[src/rtl/agen_pkg.sv]
package agen_pkg;

    typedef enum logic [3:0] {
        MODE_ABS      = 4'd0,
        MODE_ABS_X    = 4'd1,
        MODE_ABS_Y    = 4'd2,
        MODE_ZP       = 4'd3,
        MODE_ZP_X     = 4'd4,
        MODE_ZP_Y     = 4'd5,
        MODE_LONG     = 4'd6,
        MODE_STK      = 4'd7,
        MODE_IND      = 4'd8,
        MODE_IND_X    = 4'd9,
        MODE_IND_Y    = 4'd10,
        MODE_ZIND     = 4'd11,
        MODE_ZIND_X   = 4'd12,
        MODE_ZIND_Y   = 4'd13,
        MODE_REL      = 4'd14,
        MODE_SPARE    = 4'd15
    } agen_mode_e;

    typedef enum logic [2:0] {
        BASE_ABS  = 3'd0,
        BASE_ZP   = 3'd1,
        BASE_LONG = 3'd2,
        BASE_STK  = 3'd3,
        BASE_PTR  = 3'd4,
        BASE_REL  = 3'd5
    } agen_base_e;

    typedef enum logic [1:0] {
        IDX_NONE = 2'd0,
        IDX_X    = 2'd1,
        IDX_Y    = 2'd2
    } agen_idx_e;

    typedef struct packed {
        agen_base_e base;
        agen_idx_e  idx;
        logic       indirect;
        logic       ptr_zp;
    } agen_ctl_t;

endpackage

[src/rtl/agen_decode.sv]
module agen_decode
    import agen_pkg::*;
(
    input  agen_mode_e mode,
    output agen_ctl_t  ctl
);

    always_comb begin
        ctl          = '0;
        ctl.base     = BASE_ABS;
        ctl.idx      = IDX_NONE;
        ctl.indirect = 1'b0;
        ctl.ptr_zp   = 1'b0;
        case (mode)
            MODE_ABS_X:  ctl.idx = IDX_X;
            MODE_ABS_Y:  ctl.idx = IDX_Y;
            MODE_ZP:     ctl.base = BASE_ZP;
            MODE_ZP_X: begin
                ctl.base = BASE_ZP;
                ctl.idx  = IDX_X;
            end
            MODE_ZP_Y: begin
                ctl.base = BASE_ZP;
                ctl.idx  = IDX_Y;
            end
            MODE_LONG:   ctl.base = BASE_LONG;
            MODE_STK:    ctl.base = BASE_STK;
            MODE_IND, MODE_IND_X, MODE_IND_Y,
            MODE_ZIND, MODE_ZIND_X, MODE_ZIND_Y: begin
                ctl.base     = BASE_PTR;
                ctl.indirect = 1'b1;
                ctl.ptr_zp   = (mode == MODE_ZIND) || (mode == MODE_ZIND_X)
                            || (mode == MODE_ZIND_Y);
                if (mode == MODE_IND_X || mode == MODE_ZIND_X)
                    ctl.idx = IDX_X;
                else if (mode == MODE_IND_Y || mode == MODE_ZIND_Y)
                    ctl.idx = IDX_Y;
                else
                    ctl.idx = IDX_NONE;
            end
            MODE_REL:    ctl.base = BASE_REL;
            default:     ctl.base = BASE_ABS;
        endcase
    end

endmodule

[src/rtl/agen_wrap_add.sv]
module agen_wrap_add #(
    parameter int W        = 16,
    parameter int BW       = 8,
    parameter bit SIGN_EXT = 1'b0
) (
    input  logic [W-1:0]  a,
    input  logic [BW-1:0] b,
    output logic [W-1:0]  sum
);

    logic [W-1:0] b_ext;

    generate
        if (W == BW) begin : g_same
            assign b_ext = b;
        end else if (SIGN_EXT) begin : g_sext
            assign b_ext = {{(W-BW){b[BW-1]}}, b};
        end else begin : g_zext
            assign b_ext = {{(W-BW){1'b0}}, b};
        end
    endgenerate

    assign sum = a + b_ext;

endmodule

[src/rtl/agen_ptr_loc.sv]
module agen_ptr_loc #(
    parameter int BANK_W = 8,
    parameter int OFF_W  = 16,
    parameter int ZP_W   = 8,
    localparam int ADDR_W = BANK_W + OFF_W
) (
    input  logic              en,
    input  logic              zp,
    input  logic [BANK_W-1:0] bank,
    input  logic [OFF_W-1:0]  loc,
    output logic [ADDR_W-1:0] lo,
    output logic [ADDR_W-1:0] hi
);

    logic [OFF_W-1:0] loc_next;
    logic [ZP_W-1:0]  zp_next;

    agen_wrap_add #(.W(OFF_W), .BW(1), .SIGN_EXT(1'b0)) u_inc_abs (
        .a   (loc),
        .b   (1'b1),
        .sum (loc_next)
    );

    agen_wrap_add #(.W(ZP_W), .BW(1), .SIGN_EXT(1'b0)) u_inc_zp (
        .a   (loc[ZP_W-1:0]),
        .b   (1'b1),
        .sum (zp_next)
    );

    always_comb begin
        lo = '0;
        hi = '0;
        if (en) begin
            if (zp) begin
                lo = {bank, {(OFF_W-ZP_W){1'b0}}, loc[ZP_W-1:0]};
                hi = {bank, {(OFF_W-ZP_W){1'b0}}, zp_next};
            end else begin
                lo = {bank, loc};
                hi = {bank, loc_next};
            end
        end
    end

endmodule

[src/rtl/agen_top.sv]
module agen_top
    import agen_pkg::*;
#(
    parameter int BANK_W = 8,
    parameter int OFF_W  = 16,
    parameter int BYTE_W = 8,
    localparam int ADDR_W = BANK_W + OFF_W,
    localparam int MID_W  = OFF_W - BYTE_W
) (
    input  logic              clk,
    input  logic              rst_n,
    input  logic              req_valid_i,
    input  logic [3:0]        mode_i,
    input  logic [ADDR_W-1:0] opnd_i,
    input  logic [BYTE_W-1:0] idx_x_i,
    input  logic [BYTE_W-1:0] idx_y_i,
    input  logic [OFF_W-1:0]  ptr_i,
    input  logic [ADDR_W-1:0] pc_i,
    input  logic [ADDR_W-1:0] sp_i,
    input  logic [BANK_W-1:0] bank_i,
    output logic              addr_valid_o,
    output logic [ADDR_W-1:0] addr_o,
    output logic              need_ptr_o,
    output logic [ADDR_W-1:0] ptr_lo_o,
    output logic [ADDR_W-1:0] ptr_hi_o
);

    typedef struct packed {
        logic              vld;
        logic [ADDR_W-1:0] addr;
        logic              need_ptr;
        logic [ADDR_W-1:0] ptr_lo;
        logic [ADDR_W-1:0] ptr_hi;
    } agen_state_t;

    agen_state_t st_d, st_q;
    agen_ctl_t   ctl;

    logic [BYTE_W-1:0] imm8;
    logic [OFF_W-1:0]  imm16;
    logic [BYTE_W-1:0] idx_val;
    logic [OFF_W-1:0]  base16;
    logic [OFF_W-1:0]  sum_ix16;
    logic [BYTE_W-1:0] sum_zp;
    logic [OFF_W-1:0]  sum_rel;
    logic [ADDR_W-1:0] sum_stk;
    logic [ADDR_W-1:0] ptr_lo_w;
    logic [ADDR_W-1:0] ptr_hi_w;
    logic [ADDR_W-1:0] eff_addr;

    assign imm8  = opnd_i[BYTE_W-1:0];
    assign imm16 = opnd_i[OFF_W-1:0];

    agen_decode u_decode (
        .mode (agen_mode_e'(mode_i)),
        .ctl  (ctl)
    );

    always_comb begin
        case (ctl.idx)
            IDX_X:   idx_val = idx_x_i;
            IDX_Y:   idx_val = idx_y_i;
            default: idx_val = '0;
        endcase
        base16 = (ctl.base == BASE_PTR) ? ptr_i : imm16;
    end

    // Low 16 bits only: the carry out of the top bit is dropped, bank untouched
    agen_wrap_add #(.W(OFF_W), .BW(BYTE_W), .SIGN_EXT(1'b0)) u_add_ix (
        .a   (base16),
        .b   (idx_val),
        .sum (sum_ix16)
    );

    // Zero-page sum wraps within one byte
    agen_wrap_add #(.W(BYTE_W), .BW(BYTE_W), .SIGN_EXT(1'b0)) u_add_zp (
        .a   (imm8),
        .b   (idx_val),
        .sum (sum_zp)
    );

    // Branch displacement is signed and stays inside the current bank
    agen_wrap_add #(.W(OFF_W), .BW(BYTE_W), .SIGN_EXT(1'b1)) u_add_rel (
        .a   (pc_i[OFF_W-1:0]),
        .b   (imm8),
        .sum (sum_rel)
    );

    // Stack offset is unsigned and may carry through all 24 bits
    agen_wrap_add #(.W(ADDR_W), .BW(BYTE_W), .SIGN_EXT(1'b0)) u_add_stk (
        .a   (sp_i),
        .b   (imm8),
        .sum (sum_stk)
    );

    agen_ptr_loc #(.BANK_W(BANK_W), .OFF_W(OFF_W), .ZP_W(BYTE_W)) u_ptr_loc (
        .en   (ctl.indirect),
        .zp   (ctl.ptr_zp),
        .bank (bank_i),
        .loc  (imm16),
        .lo   (ptr_lo_w),
        .hi   (ptr_hi_w)
    );

    always_comb begin
        case (ctl.base)
            BASE_ZP:   eff_addr = {bank_i, {MID_W{1'b0}}, sum_zp};
            BASE_LONG: eff_addr = opnd_i;
            BASE_STK:  eff_addr = sum_stk;
            BASE_REL:  eff_addr = {pc_i[ADDR_W-1:OFF_W], sum_rel};
            default:   eff_addr = {bank_i, sum_ix16};
        endcase
    end

    always_comb begin
        st_d     = st_q;
        st_d.vld = req_valid_i;
        if (req_valid_i) begin
            st_d.addr     = eff_addr;
            st_d.need_ptr = ctl.indirect;
            st_d.ptr_lo   = ptr_lo_w;
            st_d.ptr_hi   = ptr_hi_w;
        end
    end

    always_ff @(posedge clk) begin
        if (!rst_n) st_q <= '0;
        else        st_q <= st_d;
    end

    assign addr_valid_o = st_q.vld;
    assign addr_o       = st_q.addr;
    assign need_ptr_o   = st_q.need_ptr;
    assign ptr_lo_o     = st_q.ptr_lo;
    assign ptr_hi_o     = st_q.ptr_hi;

    p_valid_r1: assert property (@(posedge clk) disable iff (!rst_n)
        req_valid_i |=> addr_valid_o);

    p_hold_r1: assert property (@(posedge clk) disable iff (!rst_n)
        !req_valid_i |=> (!addr_valid_o && $stable(addr_o) && $stable(ptr_lo_o)
                          && $stable(ptr_hi_o) && $stable(need_ptr_o)));

    p_bank_top_r3: assert property (@(posedge clk) disable iff (!rst_n)
        (req_valid_i && !(mode_i inside {MODE_LONG, MODE_STK, MODE_REL}))
        |=> (addr_o[ADDR_W-1 -: BANK_W] == $past(bank_i)));

    p_zp_mid_r4: assert property (@(posedge clk) disable iff (!rst_n)
        (req_valid_i && (mode_i inside {MODE_ZP, MODE_ZP_X, MODE_ZP_Y}))
        |=> (addr_o[OFF_W-1:BYTE_W] == '0));

    p_long_r5: assert property (@(posedge clk) disable iff (!rst_n)
        (req_valid_i && mode_i == MODE_LONG) |=> (addr_o == $past(opnd_i)));

    p_need_r7: assert property (@(posedge clk) disable iff (!rst_n)
        req_valid_i |=> (need_ptr_o == ($past(mode_i) inside
            {MODE_IND, MODE_IND_X, MODE_IND_Y, MODE_ZIND, MODE_ZIND_X, MODE_ZIND_Y})));

    p_ptr_pair_r8: assert property (@(posedge clk) disable iff (!rst_n)
        (addr_valid_o && need_ptr_o)
        |-> (ptr_lo_o[ADDR_W-1 -: BANK_W] == ptr_hi_o[ADDR_W-1 -: BANK_W]));

    p_ptr_idle_r8: assert property (@(posedge clk) disable iff (!rst_n)
        (addr_valid_o && !need_ptr_o) |-> (ptr_lo_o == '0 && ptr_hi_o == '0));

    p_rel_top_r9: assert property (@(posedge clk) disable iff (!rst_n)
        (req_valid_i && mode_i == MODE_REL)
        |=> (addr_o[ADDR_W-1 -: BANK_W] == $past(pc_i[ADDR_W-1 -: BANK_W])));

endmodule

[config.mk]
export PLATFORM = sky130hd
export DESIGN_NAME = agen_top
export DESIGN_NICKNAME = d
export VERILOG_FILES = /design/src/rtl/agen_pkg.sv /design/src/rtl/agen_decode.sv /design/src/rtl/agen_wrap_add.sv /design/src/rtl/agen_ptr_loc.sv /design/src/rtl/agen_top.sv
export SDC_FILE = /design/constraint.sdc
export NUM_CORES = 1
export LEC_CHECK = 0
export BUFFER_PORTS_ARGS = -buffer_cell sky130_fd_sc_hd__clkbuf_2
export CAP_MARGIN = 20
export CORE_MARGIN = 1.5
export CORE_UTILIZATION = 50
export CTS_CLUSTER_DIAMETER = 30
export DETAILED_ROUTE_END_ITERATION = 10
export GPL_TIMING_DRIVEN = 0
export PLACE_DENSITY = 0.84
export SYNTH_ARGS = -nofsm -noshare
export SYNTH_HDL_FRONTEND = slang
export SYNTH_SLANG_ARGS = --single-unit
[constraint.sdc]
create_clock -name clk -period 5 [get_ports clk]
set_clock_uncertainty 0.15 [all_clocks]
set_input_delay 0.5 -clock clk [delete_from_list [all_inputs] [get_ports clk]]
set_output_delay 0.5 -clock clk [all_outputs]
set_load 0.1 [all_outputs]
==> results of run 1 <==
where the power goes:
group	switching, mW	total [mW]	internal (mW)
logic	0.512	0.730	0.218
clock network	0.258	0.607	0.349
registers	0.0177	0.571	0.553
total	0.787	1.91	1.12
sequential cells by signal (all words and copies together), names as in the netlist:
signal and flops:
ptr_hi_o 16, ptr_lo_o 24, need_ptr_o 1, addr_o 24, addr_valid_o 1
layout by cell type (no fill, tap or decap), types with 6 or more instances in the layout:
| cell type | n |
|---|---|
| clkbuf_2 | 187 |
| nand2_1 | 74 |
| dfxtp_1 | 66 |
| nor2_1 | 48 |
| a21oi_1 | 41 |
| ha_1 | 39 |
| nand3_1 | 38 |
| xnor2_1 | 38 |
| clkbuf_1 | 34 |
| o21ai_0 | 34 |
| xor2_1 | 31 |
| nor2b_1 | 22 |
| a21boi_0 | 20 |
| a22oi_1 | 18 |
| and2_1 | 16 |
| a221oi_1 | 16 |
| inv_1 | 14 |
| a21o_1 | 14 |
| a31oi_1 | 14 |
| nand2b_1 | 13 |
| nor3_1 | 12 |
| buf_4 | 9 |
| a22o_1 | 9 |
| a211oi_1 | 9 |
| mux2i_1 | 9 |
| clkbuf_16 | 9 |
| mux2_2 | 7 |
| and3_1 | 7 |
| o21a_1 | 7 |
| buf_2 | 6 |
| nand4_1 | 6 |
per-layer routing:
| layer | wire length [um] | share of wire [%] |
|---|---|---|
| met1 | 8140 | 40 |
| met2 | 8870 | 44 |
| met5 | 0 | 0 |
| met4 | 940 | 4.7 |
| met3 | 2160 | 11 |
cells by family after synthesis:
| kind of cell | count (synthesis) | share of synthesized area (%) |
|---|---|---|
| and+or+nand+nor | 244 | 20.3 |
| AOI/OAI and AO/OA | 225 | 27.2 |
| buffers and inverters | 70 | 5.42 |
| xor gates and xnor gates | 69 | 10.5 |
| DFF | 66 | 23.0 |
| adders and majority gates | 46 | 10.4 |
| muxes | 17 | 3.18 |
per-stage QoR:
| step | area, um^2 | hold slack, ps | util, % |
|---|---|---|---|
| 3_3_place_gp | 6860 | 309 | 62.2 |
| 2_1_floorplan | 5750 | 505 | - |
| 6_report | 7140 | 284 | 64.7 |
| 5_1_grt | 7140 | 292 | 64.7 |
| 4_1_cts | 7140 | 276 | 64.7 |
| 3_5_place_dp | 6860 | 313 | 62.2 |
layout make-up:
type,count,area share [%]
multi-input combinational,601,57.7
sequential,66,18.5
timing repair buffer,187,13.1
buffer,55,3.57
clock buffer,10,3.35
tap,140,2.45
inverter,15,0.788
clock inverter,6,0.578
cells in the mapped netlist, types with 14 or more instances:
| cell | count |
|---|---|
| xor2_1 | 31 |
| a31oi_1 | 14 |
| a21oi_1 | 41 |
| and2_1 | 16 |
| nor2b_1 | 22 |
| nand2_1 | 74 |
| xnor2_1 | 38 |
| nor2_1 | 48 |
| a21boi_0 | 20 |
| o21ai_0 | 34 |
| ha_1 | 39 |
| a22oi_1 | 18 |
| inv_1 | 14 |
| nand3_1 | 38 |
| a221oi_1 | 16 |
| a21o_1 | 14 |
| clkbuf_1 | 34 |
| dfxtp_1 | 66 |
worst max-delay path: stages:
cell,delay [ps]
buf_4,130
a21boi_2,190
buf_6,170
clkbuf_1,470
clkbuf_1,580
mux2_2,410
ha_1,220
fa_1,430
a211o_1,300
a21oi_1,150
maj3_2,240
o21a_1,250
xor2_1,110
a221oi_1,420
a21oi_1,110
path summary, 6_finish.rpt:
check	slack, ps	startpoint	end	depth (start not counted)
hold reg to reg	320	ptr_hi_o[2]$_SDFFE_PN0P_	ptr_hi_o[2]$_SDFFE_PN0P_	2
setup reg to reg	3780	addr_o[12]$_SDFFE_PN0P_	addr_o[12]$_SDFFE_PN0P_	4
setup / recovery	380	mode_i[3]	addr_o[8]$_SDFFE_PN0P_	15
hold / removal	280	bank_i[2]	addr_o[18]$_SDFFE_PN0P_	3
==> impl_results.md, run 1 <==
* Post-CTS Setup Inserts at 0
* Syn Inst Count at 737
* Post-synth top area share at 23.0%
* Gr usage total at 33.4%
* Sequential fraction of the synthesis area at 23.0%
* Global-route wire length before repair at 30900 um
* Max-Cap Viols at 0
* Met2 usage in global routing at 53.8%
* Worst-Margin Slew at 879 ps
* Status: finished clean
* Clock Tree Buf Depth at 2
* Global route overflow at 0
* Setup TNS Final at 0 ps
* Relative slew slack at 41.4%
* Met1 Usage GRT at 42.2%
* Ys async rst share at 0%
* Root buffer cell: clkbuf_16
* CP Launch Type: input port
* Initial antenna violation count at 0
* Hold Buf Count CTS at 0
* Ports at 193
* Peak supply drop at 0.000253 V
* Post-Syn Area at 0.00575 mm^2
* Area grow syn2layout at 24.2%
* Met3 Use GR at 7.11%
* Final Wtd Congestion at 1.01
* CTS buffer count at 9
* H-tree Lvls at 3
* RSZ-0062 raised after global routing: no
* Clk slew on worst S/H paths at 60 ps
* Final Hold Fails at 0
* TritonCTS clock tree: done
* Yosys cell types at 62
* Core ar. at 0.0110 mm^2
* FP Rows at 38
* CTS sink count at 66
* Final Cycle Share at 92.5%
* DRC errors left at 0
* Filler cells at 1001
* Total power at 1.91 mW
* Vias after detailed routing at 6532
* Final Max Tran Viols at 0
* Worst EP arrival at 4680 ps
* Min-Delay Path Class: in -> reg
* Die area at 0.0122 mm^2
* Synthesized area per cell at 7.80 um^2
* Pleak at 3.20 nW
* Post-layout min period at 4620 ps
* Maximum number of pins on one net before global-route repair at 13
* Antenna Nets Post-Route at 0
* HPWL after DPL at 15700 um
* Synthesized flop and latch total at 66
* Wire length per cell at 18.6 um
* WL final at 20100 um
* Largest area contributor in the synthesized netlist: dfxtp_1
* CP endpoint kind: flip-flop
* Sequential cell area at 0.00132 mm^2
* Vias in the first global route at 5982
* CP Data Required Time at 5060 ps
* Starting density of the core at 52.1%
* Predominant post-synthesis flop cell: dfxtp_1
* PostCTS Resize Cnt at 0
* Syn_nets at 899
* Critical path class: in -> reg
* CP max FO at 10
* Share of layout cells above drive strength 1 at 24.8%
* Final setup vio count at 0
* Area contributors post-synth: dfxtp_1 23%, ha_1 8.5%, xnor2_1 5.8%
* Routed vias/inst at 6.05
* Fmax at 216 MHz
* Initial DRC count at 539
* Final non-filler cell total at 1080
* Gr busiest metal: met2
* Worst slack, placed at 175 ps
* Cells after DPL at 1064
* TritonRoute pass-1 iters at 5
* P per Cell Area at 267 mW/mm^2
* EDFF count, synth at 0
* Clock Latency Late Sink at 330 ps
* ANT cells at 0
* Die H at 110 um
* DIE WIDTH at 110 um
* Port buffer count at 187
* Warnings, synthesis at 0
* Setup WS post-layout at 376 ps
* Final #Nets at 1097
* Area of the multi-input gates at 0.00412 mm^2
No activity file was read; power rests on OpenSTA's default activity.
==> inputs of run 2 (changes only) <==
--- a/config.mk
+++ b/config.mk
@@ -5,14 +5,16 @@
 export SDC_FILE = /design/constraint.sdc
 export NUM_CORES = 1
 export LEC_CHECK = 0
+export ABC_AREA = 1
 export BUFFER_PORTS_ARGS = -buffer_cell sky130_fd_sc_hd__clkbuf_2
 export CAP_MARGIN = 20
+export CORE_ASPECT_RATIO = 2
 export CORE_MARGIN = 1.5
 export CORE_UTILIZATION = 50
 export CTS_CLUSTER_DIAMETER = 30
 export DETAILED_ROUTE_END_ITERATION = 10
 export GPL_TIMING_DRIVEN = 0
-export PLACE_DENSITY = 0.84
+export PLACE_DENSITY = 0.83
 export SYNTH_ARGS = -nofsm -noshare
 export SYNTH_HDL_FRONTEND = slang
 export SYNTH_SLANG_ARGS = --single-unit
==> run 2 against run 1 <==
Compared with the run above:
- final cell count increased by 29%
- via count increased by 24%
- sequential share of layout area decreased by 1.4 points
- largest cell class unchanged
- design area increased by 8.1%
- core utilization decreased by 1.4 points
- sequential power about the same
- synthesized cell count increased by 42%
==> impl_results.md, run 2 <==
* Total power at 2.05 mW (+7.2%)
* Cells after DPL at 1381 (+30%)
* Core ar. at 0.0122 mm^2 (+11%)
* CP Launch Type: input port
* Post-Syn Area at 0.00625 mm^2 (+8.8%)
* DIE WIDTH at 82.1 um (-26%)
* Int Pwr at 1.21 mW (+7.7%)
* Min-Delay Path Class: in -> reg
* Clock Latency Late Sink at 330 ps (about the same)
* Min Hold Slack at 271 ps (-13.2 ps)
* Setup TNS Final at 0 ps (unchanged)
* CTS buffer count at 9 (unchanged)
* Sw frac at 41.0% (-0.27 points)
* ANT cells at 0 (unchanged)
* Fmax at 310 MHz (+43%)
* DRC errors left at 0 (unchanged)
* Area contributors post-synth: dfxtp_1 21%, nand2_1 19%, a21oi_1 9.0%
* Initial DRC count at 565 (+4.8%)
* TritonCTS clock tree: done
* Clk slew on worst S/H paths at 60 ps (about the same)
* RSZ-0062 raised after global routing: no
* Vias after detailed routing at 8075 (+24%)
* Global route overflow at 0 (unchanged)
* CTS sink count at 66 (unchanged)
* Predominant post-synthesis flop cell: dfxtp_1
* Antenna Nets Post-Route at 0 (unchanged)
* Largest area contributor in the synthesized netlist: dfxtp_1
* Final setup vio count at 0 (unchanged)
* Warnings, synthesis at 0 (unchanged)
* WL final at 24800 um (+23%)
* TritonRoute pass-1 iters at 7 (+2)
* Combinational power share at 38.1% (-0.2 points)
* Hold Buf Count CTS at 0 (unchanged)
* CP max FO at 8 (-2)
* Max-Cap Viols at 0 (unchanged)
* PostCTS Resize Cnt at 0 (unchanged)
* Critical path class: in -> reg
* Final Cycle Share at 64.6% (-28 points)
* Count leader, synth: nand2_1
* Routed vias/inst at 5.78 (-4.4%)
* Post-synth top cells: 313 x nand2_1, 113 x a21oi_1, 96 x nand3_1
* Clock Tree Buf Depth at 2 (unchanged)
* Relative slew slack at 50.1% (+8.7 points)
* Setup WS post-layout at 1770 ps (+1390 ps)
* Starting density of the core at 51.3% (-0.84 points)
* Synthesized flop and latch total at 66 (unchanged)
* Yosys cell types at 53 (-15%)
* Final non-filler cell total at 1397 (+29%)
* Sequential fraction of the synthesis area at 21.1% (-1.9 points)
* HPWL after DPL at 20400 um (+30%)
* Syn Inst Count at 1043 (+42%)
* Final Hold Fails at 0 (unchanged)
* Global-route wire length before repair at 36900 um (+20%)
* Root buffer cell: clkbuf_16
* CP endpoint kind: flip-flop
* Peak supply drop at 0.000259 V (+2.6%)
* FP Rows at 57 (+50%)
* Post-synth top area share at 21.1% (-1.9 points)
* Worst-Margin Slew at 748 ps (-130 ps)
* Post-CTS Setup Inserts at 0 (unchanged)
* Final Max Tran Viols at 0 (unchanged)
* P per Cell Area at 265 mW/mm^2 (-0.82%)
* Switching power at 838 uW (+6.5%)
* Final #Nets at 1407 (+28%)
* Ports at 193 (unchanged)
* Maximum number of pins on one net before global-route repair at 13 (unchanged)
* Sequential share of power at 28.0% (-1.9 points)
* Commonest non-fill, non-tap cell in the layout: nand2_1
* Share of layout cells above drive strength 1 at 22.3% (-2.5 points)
* H-tree Lvls at 3 (unchanged)
* Die H at 161 um (+46%)
* Vias in the first global route at 7547 (+26%)
* Wire length per cell at 17.7 um (-4.8%)
* CP Data Required Time at 5080 ps (+20 ps)
* Status: finished clean
* Syn_nets at 1205 (+34%)
* Worst EP arrival at 3310 ps (-1370 ps)
* Gr usage total at 37.3% (+3.9 points)
* Worst slack, placed at 1440 ps (+1260 ps)
* Clk pwr share at 33.9% (+2.1 points)
* Final Wtd Congestion at 1.03 (+2.9%)
* Most frequent cells in the layout: 313 x nand2_1, 192 x clkbuf_2, 113 x a21oi_1
* EDFF count, synth at 0 (unchanged)
* Die area at 0.0132 mm^2 (+8.9%)
* Area grow syn2layout at 23.4%
* Post-layout min period at 3230 ps (-1390 ps)
* Synthesized area per cell at 6.00 um^2 (-23%)
* Port buffer count at 191 (+2.1%)
* Ys async rst share at 0% (unchanged)
* Pleak at 3.98 nW (+24%)
* Initial antenna violation count at 0 (unchanged)
-- run 2: final cells by class --
type | count | area, um^2
repair buffers | 191 | 956
fillers | 1237 | 4470
multi-input cells | 830 | 4320
plain buffers | 39 | 211
well taps | 147 | 184
inverters | 108 | 405
clock buffers | 10 | 239
flip-flops and latches | 66 | 1320
clock inverters | 6 | 87.6
-- run 2: through the flow --
| stage | utilization [%] | area, um^2 |
|---|---|---|
| after CTS | 63.3 | 7720 |
| final | 63.3 | 7720 |
| after floorplan | - | 6250 |
| after global placement | 60.6 | 7390 |
| after detailed placement | 60.6 | 7390 |
| after global routing | 63.3 | 7720 |
-- run 2: final timing paths --
kind,from,endpoint,slack [ps],depth (start not counted)
max,mode_i[2],addr_o[11]$_SDFFE_PN0P_,1770,21
min,bank_i[3],ptr_lo_o[19]$_SDFFE_PN0P_,270,3
max reg2reg,addr_o[5]$_SDFFE_PN0P_,addr_o[5]$_SDFFE_PN0P_,4090,2
min reg2reg,ptr_lo_o[12]$_SDFFE_PN0P_,ptr_lo_o[12]$_SDFFE_PN0P_,310,2
-- run 2: worst max-delay path: stages --
cell and delay (ps):
clkbuf_2 150, nor2_1 80, o21ai_0 240, ha_1 190, buf_2 180, nand2_1 60, a21oi_1 460, ha_1 230
nand2_1 60, nor3_1 230, nor2_1 120, nor2_1 120, nand2_2 70, nand2_2 90, nand2_2 60, nand2_2 100
nand3_1 70, nand3_1 80, nand3_1 90, nand2_1 80, inv_1 40
-- run 2: power groups by stage --
stage | logic, mW | clock network (mW) | registers (mW)
3_3_place_gp | 0.758 | 0 | 0.582
6_report | 0.779 | 0.694 | 0.572
4_1_cts | 0.767 | 0.693 | 0.571
5_1_grt | 0.836 | 0.714 | 0.574
3_5_place_dp | 0.764 | 0 | 0.582
2_1_floorplan | 0.362 | 0 | 0.768
-- run 2: logic make-up (layout without fill, tap and decap cells) --
group | after synthesis | count (layout) | share of synthesized area [%]
fa+ha+maj | 43 | 43 | 9.08
simple gates | 566 | 566 | 39.8
xor+xnor | 7 | 7 | 0.980
compound gates | 214 | 214 | 19.2
flops | 66 | 66 | 21.1
buf+inv | 147 | 354 | 9.86
-- run 2: layer usage --
| layer | share of wire [%] | up-vias | GRT usage, % |
|---|---|---|---|
| li1 | - | 3882 | - |
| met1 | 33 | 3607 | 36.2 |
| met2 | 51 | 446 | 66.9 |
| met3 | 6.7 | 140 | 5.71 |
| met4 | 8.6 | 0 | 28.4 |
| met5 | 0 | - | 0 |
